[src/rtl/regbank_pkg.sv]
package regbank_pkg;
  localparam int DW       = 8;
  localparam int BANK_BIT = 5;
  localparam int NUM_SFR  = 6;
  localparam logic [DW-1:0] STATUS_KEEP = 8'h27;

  // Offsets inside the reserved window (fixed by the instruction encoding)
  localparam int OFS_INDIR = 0;
  localparam int OFS_PCL   = 2;
  localparam int OFS_STAT  = 3;
  localparam int OFS_PTR   = 4;
  localparam int OFS_PIN   = 5;
  localparam int OFS_POUT  = 6;
  localparam int OFS_PCH   = 10;
  localparam int OFS_INTC  = 11;

  typedef enum int {
    SFR_PTR  = 0,
    SFR_STAT = 1,
    SFR_PCL  = 2,
    SFR_PCH  = 3,
    SFR_INTC = 4,
    SFR_PORT = 5
  } sfr_idx_e;

  function automatic int sfr_offset(int idx);
    case (idx)
      SFR_PTR:  return OFS_PTR;
      SFR_STAT: return OFS_STAT;
      SFR_PCL:  return OFS_PCL;
      SFR_PCH:  return OFS_PCH;
      SFR_INTC: return OFS_INTC;
      SFR_PORT: return OFS_POUT;
      default:  return OFS_INDIR;
    endcase
  endfunction
endpackage

[src/rtl/rb_decode.sv]
module rb_decode
  import regbank_pkg::*;
#(
  parameter int ADDR_W   = 7,
  parameter int SFR_SPAN = 12
) (
  input  logic [ADDR_W-1:0]  dir_addr,
  input  logic               wr,
  input  logic [ADDR_W-1:0]  ptr_off,
  output logic [ADDR_W-1:0]  eff_off,
  output logic               in_window,
  output logic               self_ref,
  output logic               ram_we,
  output logic [NUM_SFR-1:0] sfr_we
);
  logic indirect;

  always_comb begin
    indirect  = (dir_addr == '0);
    eff_off   = indirect ? ptr_off : dir_addr;
    self_ref  = indirect && (ptr_off == '0);
    in_window = (eff_off < ADDR_W'(SFR_SPAN));
    ram_we    = wr && !in_window;
  end

  for (genvar i = 0; i < NUM_SFR; i++) begin : g_we
    assign sfr_we[i] = wr && !self_ref && (eff_off == ADDR_W'(sfr_offset(i)));
  end
endmodule

[src/rtl/rb_sfr.sv]
module rb_sfr
  import regbank_pkg::*;
#(
  parameter int ADDR_W = 7,
  parameter int PCH_W  = 5
) (
  input  logic               clk,
  input  logic               rst_n,
  input  logic [NUM_SFR-1:0] we,
  input  logic [DW-1:0]      wdata,
  input  logic [ADDR_W-1:0]  rd_off,
  input  logic [DW-1:0]      port_in,
  output logic [DW-1:0]      ptr_q,
  output logic [DW-1:0]      status_q,
  output logic [DW-1:0]      pcl_q,
  output logic [DW-1:0]      pclath_q,
  output logic [DW-1:0]      intcon_q,
  output logic [DW-1:0]      port_q,
  output logic [DW-1:0]      rd_val
);
  localparam int PAD_W = DW - PCH_W;

  logic [DW-1:0]    ptr_r, stat_r, pcl_r, port_r;
  logic [PCH_W-1:0] pch_r;
  logic             ie_r;

  always_ff @(posedge clk) begin
    if (!rst_n) begin
      ptr_r  <= '0;
      stat_r <= '0;
      pcl_r  <= '0;
      pch_r  <= '0;
      ie_r   <= 1'b0;
      port_r <= '0;
    end else begin
      if (we[SFR_PTR])  ptr_r  <= wdata;
      if (we[SFR_STAT]) stat_r <= wdata & STATUS_KEEP;
      if (we[SFR_PCL])  pcl_r  <= wdata;
      if (we[SFR_PCH])  pch_r  <= wdata[PCH_W-1:0];
      if (we[SFR_INTC]) ie_r   <= wdata[DW-1];
      if (we[SFR_PORT]) port_r <= wdata;
    end
  end

  assign ptr_q    = ptr_r;
  assign status_q = stat_r;
  assign pcl_q    = pcl_r;
  assign pclath_q = {{PAD_W{1'b0}}, pch_r};
  assign intcon_q = {ie_r, {(DW-1){1'b0}}};
  assign port_q   = port_r;

  always_comb begin
    case (int'(rd_off))
      OFS_PTR:  rd_val = ptr_q;
      OFS_STAT: rd_val = status_q;
      OFS_PCL:  rd_val = pcl_q;
      OFS_PCH:  rd_val = pclath_q;
      OFS_INTC: rd_val = intcon_q;
      OFS_POUT: rd_val = port_q;
      OFS_PIN:  rd_val = port_in;
      default:  rd_val = '0;
    endcase
  end
endmodule

[src/rtl/rb_ram.sv]
module rb_ram
  import regbank_pkg::*;
#(
  parameter int ADDR_W = 7
) (
  input  logic              clk,
  input  logic              rst_n,
  input  logic              we,
  input  logic              bank,
  input  logic [ADDR_W-1:0] off,
  input  logic [DW-1:0]     wdata,
  output logic [DW-1:0]     rdata
);
  localparam int WORDS = 2 ** (ADDR_W + 1);

  logic [DW-1:0]     mem [WORDS];
  logic [ADDR_W:0]   idx;

  assign idx = {bank, off};

  always_ff @(posedge clk) begin
    if (we) mem[idx] <= wdata;
  end

  always_ff @(posedge clk) begin
    if (!rst_n) rdata <= '0;
    else        rdata <= mem[idx];
  end
endmodule

[src/rtl/banked_regfile.sv]
module banked_regfile
  import regbank_pkg::*;
#(
  parameter int ADDR_W   = 7,
  parameter int SFR_SPAN = 12,
  parameter int PCH_W    = 5
) (
  input  logic               clk,
  input  logic               rst_n,
  input  logic [ADDR_W-1:0]  acc_addr,
  input  logic               acc_wr,
  input  logic [DW-1:0]      acc_wdata,
  output logic [DW-1:0]      acc_rdata,
  input  logic [DW-1:0]      port_in,
  output logic [DW-1:0]      port_out,
  output logic [NUM_SFR-1:0] sfr_we,
  output logic [DW-1:0]      ptr_q,
  output logic [DW-1:0]      status_q,
  output logic [DW-1:0]      pcl_q,
  output logic [DW-1:0]      pclath_q,
  output logic [DW-1:0]      intcon_q
);
  logic [ADDR_W-1:0] eff_off;
  logic              in_window, self_ref, ram_we;
  logic [DW-1:0]     sfr_val, ram_q, sfr_rd_q;
  logic              from_ram_q;

  rb_decode #(.ADDR_W(ADDR_W), .SFR_SPAN(SFR_SPAN)) u_dec (
    .dir_addr  (acc_addr),
    .wr        (acc_wr),
    .ptr_off   (ptr_q[ADDR_W-1:0]),
    .eff_off   (eff_off),
    .in_window (in_window),
    .self_ref  (self_ref),
    .ram_we    (ram_we),
    .sfr_we    (sfr_we)
  );

  rb_sfr #(.ADDR_W(ADDR_W), .PCH_W(PCH_W)) u_sfr (
    .clk      (clk),
    .rst_n    (rst_n),
    .we       (sfr_we),
    .wdata    (acc_wdata),
    .rd_off   (eff_off),
    .port_in  (port_in),
    .ptr_q    (ptr_q),
    .status_q (status_q),
    .pcl_q    (pcl_q),
    .pclath_q (pclath_q),
    .intcon_q (intcon_q),
    .port_q   (port_out),
    .rd_val   (sfr_val)
  );

  rb_ram #(.ADDR_W(ADDR_W)) u_ram (
    .clk   (clk),
    .rst_n (rst_n),
    .we    (ram_we),
    .bank  (status_q[BANK_BIT]),
    .off   (eff_off),
    .wdata (acc_wdata),
    .rdata (ram_q)
  );

  // Window reads are captured alongside the synchronous RAM read
  always_ff @(posedge clk) begin
    if (!rst_n) begin
      sfr_rd_q   <= '0;
      from_ram_q <= 1'b0;
    end else begin
      sfr_rd_q   <= self_ref ? '0 : sfr_val;
      from_ram_q <= !in_window;
    end
  end

  assign acc_rdata = from_ram_q ? ram_q : sfr_rd_q;
endmodule

[config.mk]
export PLATFORM = sky130hd
export DESIGN_NAME = banked_regfile
export DESIGN_NICKNAME = d
export VERILOG_FILES = /design/src/rtl/regbank_pkg.sv /design/src/rtl/rb_decode.sv /design/src/rtl/rb_sfr.sv /design/src/rtl/rb_ram.sv /design/src/rtl/banked_regfile.sv
export SDC_FILE = /design/constraint.sdc
export NUM_CORES = 2
export LEC_CHECK = 0
export CAP_MARGIN = 20
export CORE_MARGIN = 2
export CORE_UTILIZATION = 45
export CTS_BUF_LIST = sky130_fd_sc_hd__clkbuf_4 sky130_fd_sc_hd__clkbuf_8 sky130_fd_sc_hd__clkbuf_16
export DETAILED_ROUTE_END_ITERATION = 10
export DONT_BUFFER_PORTS = 1
export PLACE_DENSITY_LB_ADDON = 0.12
export SETUP_SLACK_MARGIN = 0.5
export SLEW_MARGIN = 0
export SYNTH_ARGS = -nofsm -noshare
export SYNTH_HDL_FRONTEND = slang
export SYNTH_HIERARCHICAL = 1
export SYNTH_SLANG_ARGS = --single-unit
[constraint.sdc]
create_clock -name clk -period 4.62 [get_ports clk]
set_input_delay 0.924 -clock clk [delete_from_list [all_inputs] [get_ports clk]]
set_output_delay 0.924 -clock clk [all_outputs]
set_load 0.005 [all_outputs]
==> results_dict.tcl <==
set metrics [dict create \
    finalSetupViolCount 0 \
    yosysUniqueCellTypes 77 \
    synth_top_family_by_area "multiplexers" \
    endpoint_kind "flop" \
    grt_max_degree 262 \
    crit_path_max_fanout 16 \
    cts_buffers 216 \
    start_util_pct 45.3 \
    worstPathArrival_ns 4.80 \
    row_count 157 \
    cts_tree "yes" \
    power_density_nw_per_um2 418 \
    die_h_um 433 \
    async_flop_share_pct 0 \
    yosys.area_share.simple_pct 3.68 \
    htreeDepth 4 \
    clkTransAtPathRegs_ns 0.06 \
    fmax_mhz 246 \
    ys.flop_type "edfxtp_1" \
    path_class "primary input to flop" \
    start_kind "primary input" \
    wl_per_cell_um 30.7 \
    leakage_uw 0.0305 \
    place_congestion 0.832 \
    fill_cells 14500 \
    synth-adder-area-share_pct 0 \
    clockBufferDepth 3 \
    clock-root-buffer "clkbuf_16" \
    ys_ff_latch 2099 \
    regArea_um2 62500 \
    antenna_found_initial 12 \
    ys_seq_area_share_pct 75.4 \
    muxShareOfSynthArea_pct 15.7 \
    cts.sink_count 2099 \
    avgViaCountPerCell 5.92 \
    track_usage_pct 23.3 \
    multi_input_area_um2 20100 \
    final_max_slew_viol_count 0 \
    hold_viol 0 \
    hold_ws_ns 0.195 \
    final_core_util_pct 52.3 \
    slew_headroom_pct 29.5 \
    fin_crit_ns 4.07 \
    worst_pin_slew_ns 1.05 \
    ios 88 \
    first_global_vias 41800 \
    fin_nets 4468 \
    finalSetupTns_ns 0 \
    yosysWarnings 6 \
    vdd.ir_drop.worst_mv 0.382 \
    cts_hold_buf 0 \
    rsz0062_at_grt "false" \
    dpl.hpwl_mm 132 \
    fin_area_um2 95800 \
    place_area_um2 88700 \
    grt_overflow_total 0 \
    drt_wl_total_mm 217 \
    drt-initial-drc-count 4284 \
    die_w_um 433 \
    hp-class "primary input to flop" \
    firstDrtPassIters 5 \
    drive_gt1_share_pct 29.6 \
    synthesis.area_um2 82900 \
    clkLatencyLatePin_ns 0.85 \
    fin_crit_sh_pct 88.1 \
    synth-xor-area-share_pct 0 \
    outcome "finished, final reports clean" \
    crit_required_ns 5.35 \
    synth_compound_area_share_pct 3.22 \
    area_growth_pct 15.6 \
    dieArea_um2 188000 \
    core_area_um2 183000 \
    postSynthCellCount 4148 \
    ant_nets 0 \
    syn_avg_cell_area_um2 20.0 \
    num_vias 41900 \
    synth_edf_count 2048 \
    maxCapViolCount 0 \
    drc 0 \
    io_buffer_count 0 \
    skew_ns 0.0320 \
    grt_first_pass_wirelength_mm 310 \
]
final timing paths:
| kind | from | endpoint | slack (ns) | cells past startpoint |
|---|---|---|---|---|
| min reg2reg | u_sfr/pcl_q[6] | u_sfr/pcl_q[6] | 0.57 | 2 |
| max | acc_addr[6] | u_ram/rdata[4] | 0.55 | 16 |
| min | acc_wdata[7] | u_ram/mem[126][7] | 0.20 | 0 |
| max reg2reg | u_sfr/ptr_q[0] | u_ram/rdata[3] | 0.75 | 10 |
report_power, final:
part | switching (uW) | total [uW] | internal (uW)
Clock | 7280 | 17400 | 10100
Combinational | 1010 | 1750 | 740
Sequential | 28.8 | 21000 | 20900
per-stage QoR:
stage | worst slack (ns) | total power [uW] | cells
finish | 0.548 | 40100 | 7088
floorplan | 0.358 | 22400 | 4161
CTS | 0.603 | 40400 | 7086
detailed placement | -0.681 | 23100 | 6688
global placement | -0.646 | 23100 | 6687
global route | 0.510 | 41200 | 7087
state kept, by name, indices dropped and copies added (netlist names):
| register | count |
|---|---|
| from_ram_q | 1 |
| u_ram/rdata | 8 |
| u_sfr/status_q | 4 |
| u_sfr/ptr_q | 8 |
| u_sfr/pcl_q | 8 |
| sfr_rd_q | 8 |
| u_sfr/ie_r | 1 |
| u_ram/mem | 2048 |
| u_sfr/pch_r | 5 |
| u_sfr/port_q | 8 |
Yosys cell counts, drive strengths merged (3+ instances only):
master	count	area share [%]
nor2	258	1.2
or2	4	0.030
a21o	11	0.10
mux2	33	0.48
nor4	13	0.12
nor2b	62	0.47
edfxtp	2048	74
or3	7	0.053
nor3	70	0.44
o21ai	55	0.33
a41o	6	0.072
a2111oi	6	0.063
and4	6	0.063
nand3	45	0.29
o211ai	23	0.21
o2bb2ai	14	0.15
mux4	414	11
o221ai	7	0.074
a31oi	22	0.17
a211oi	24	0.22
o2111ai	8	0.085
nand2b	9	0.068
dfxtp	51	1.2
nand2	78	0.36
clkbuf	96	0.43
a32oi	3	0.032
buf	179	1.6
mux2i	325	3.9
o311ai	8	0.085
o41ai	5	0.094
and3b	9	0.095
and3	9	0.068
a21oi	47	0.28
o22ai	37	0.28
and2	7	0.053
nand4	17	0.13
nand4b	5	0.053
a22oi	89	0.81
or4	6	0.054
or4bb	3	0.041
o22a	6	0.063
placed cells by master, fill, tap and decap left out, types with 28 or more instances in the layout:
| cell type | synthesis | layout |
|---|---|---|
| a21oi_1 | 47 | 47 |
| a22oi_1 | 89 | 89 |
| buf_12 | 0 | 41 |
| buf_4 | 37 | 296 |
| clkbuf_16 | 0 | 220 |
| clkbuf_4 | 0 | 52 |
| clkinv_1 | 0 | 55 |
| clkinv_2 | 1 | 35 |
| dfxtp_1 | 51 | 50 |
| edfxtp_1 | 2048 | 2048 |
| mux2i_1 | 325 | 325 |
| mux4_2 | 414 | 414 |
| nand2_1 | 77 | 74 |
| nand3_1 | 43 | 30 |
| nor2_1 | 258 | 111 |
| nor2_2 | 0 | 65 |
| nor2_4 | 0 | 82 |
| nor2b_1 | 62 | 56 |
| nor3_1 | 68 | 32 |
| nor3_4 | 1 | 28 |
| o21ai_0 | 51 | 51 |
| o22ai_1 | 37 | 37 |
critical path, cell delays in order:
cell and delay [ns]:
nor4_4 0.31, nand2_2 0.15, nor3_4 0.17, buf_4 0.17
a21o_4 0.29, buf_12 0.28, buf_12 0.18, buf_4 0.19
mux4_2 0.31, mux2i_1 0.26, mux2i_1 0.11, a2111oi_1 0.51
buf_4 0.22, a41o_1 0.26, a22oi_1 0.19, and4_1 0.23
per-layer routing:
layer / share of wire, % / routed length [um] / track usage (%)
met1: 43 / 93700 / 33.7
met2: 47 / 101000 / 35.7
met3: 8.1 / 17600 / 5.47
met4: 2.2 / 4810 / 5.87
met5: 0.027 / 58 / 0
cell type report:
| class | instances | area share, % |
|---|---|---|
| Antenna cell | 2 | 0.00522 |
| Clock buffer | 274 | 6.18 |
| Clock inverter | 124 | 1.23 |
| Inverter | 3 | 0.0131 |
| Multi-Input combinational cell | 1784 | 20.9 |
| Sequential cell | 2099 | 65.2 |
| Tap cell | 2464 | 3.22 |
| Timing Repair Buffer | 338 | 3.18 |
cell families after synthesis:
group | count (synthesis)
buffers and inverters | 278
AOI/OAI and AO/OA | 380
other | 1
muxes | 772
and+or+nand+nor | 618
DFF | 2099
what timing repair did:
item,CTS,global route
resized for setup,2,5
endpoints found under the setup margin,1,5
setup buffers,0,0
Power figures use the tool's default switching activity.
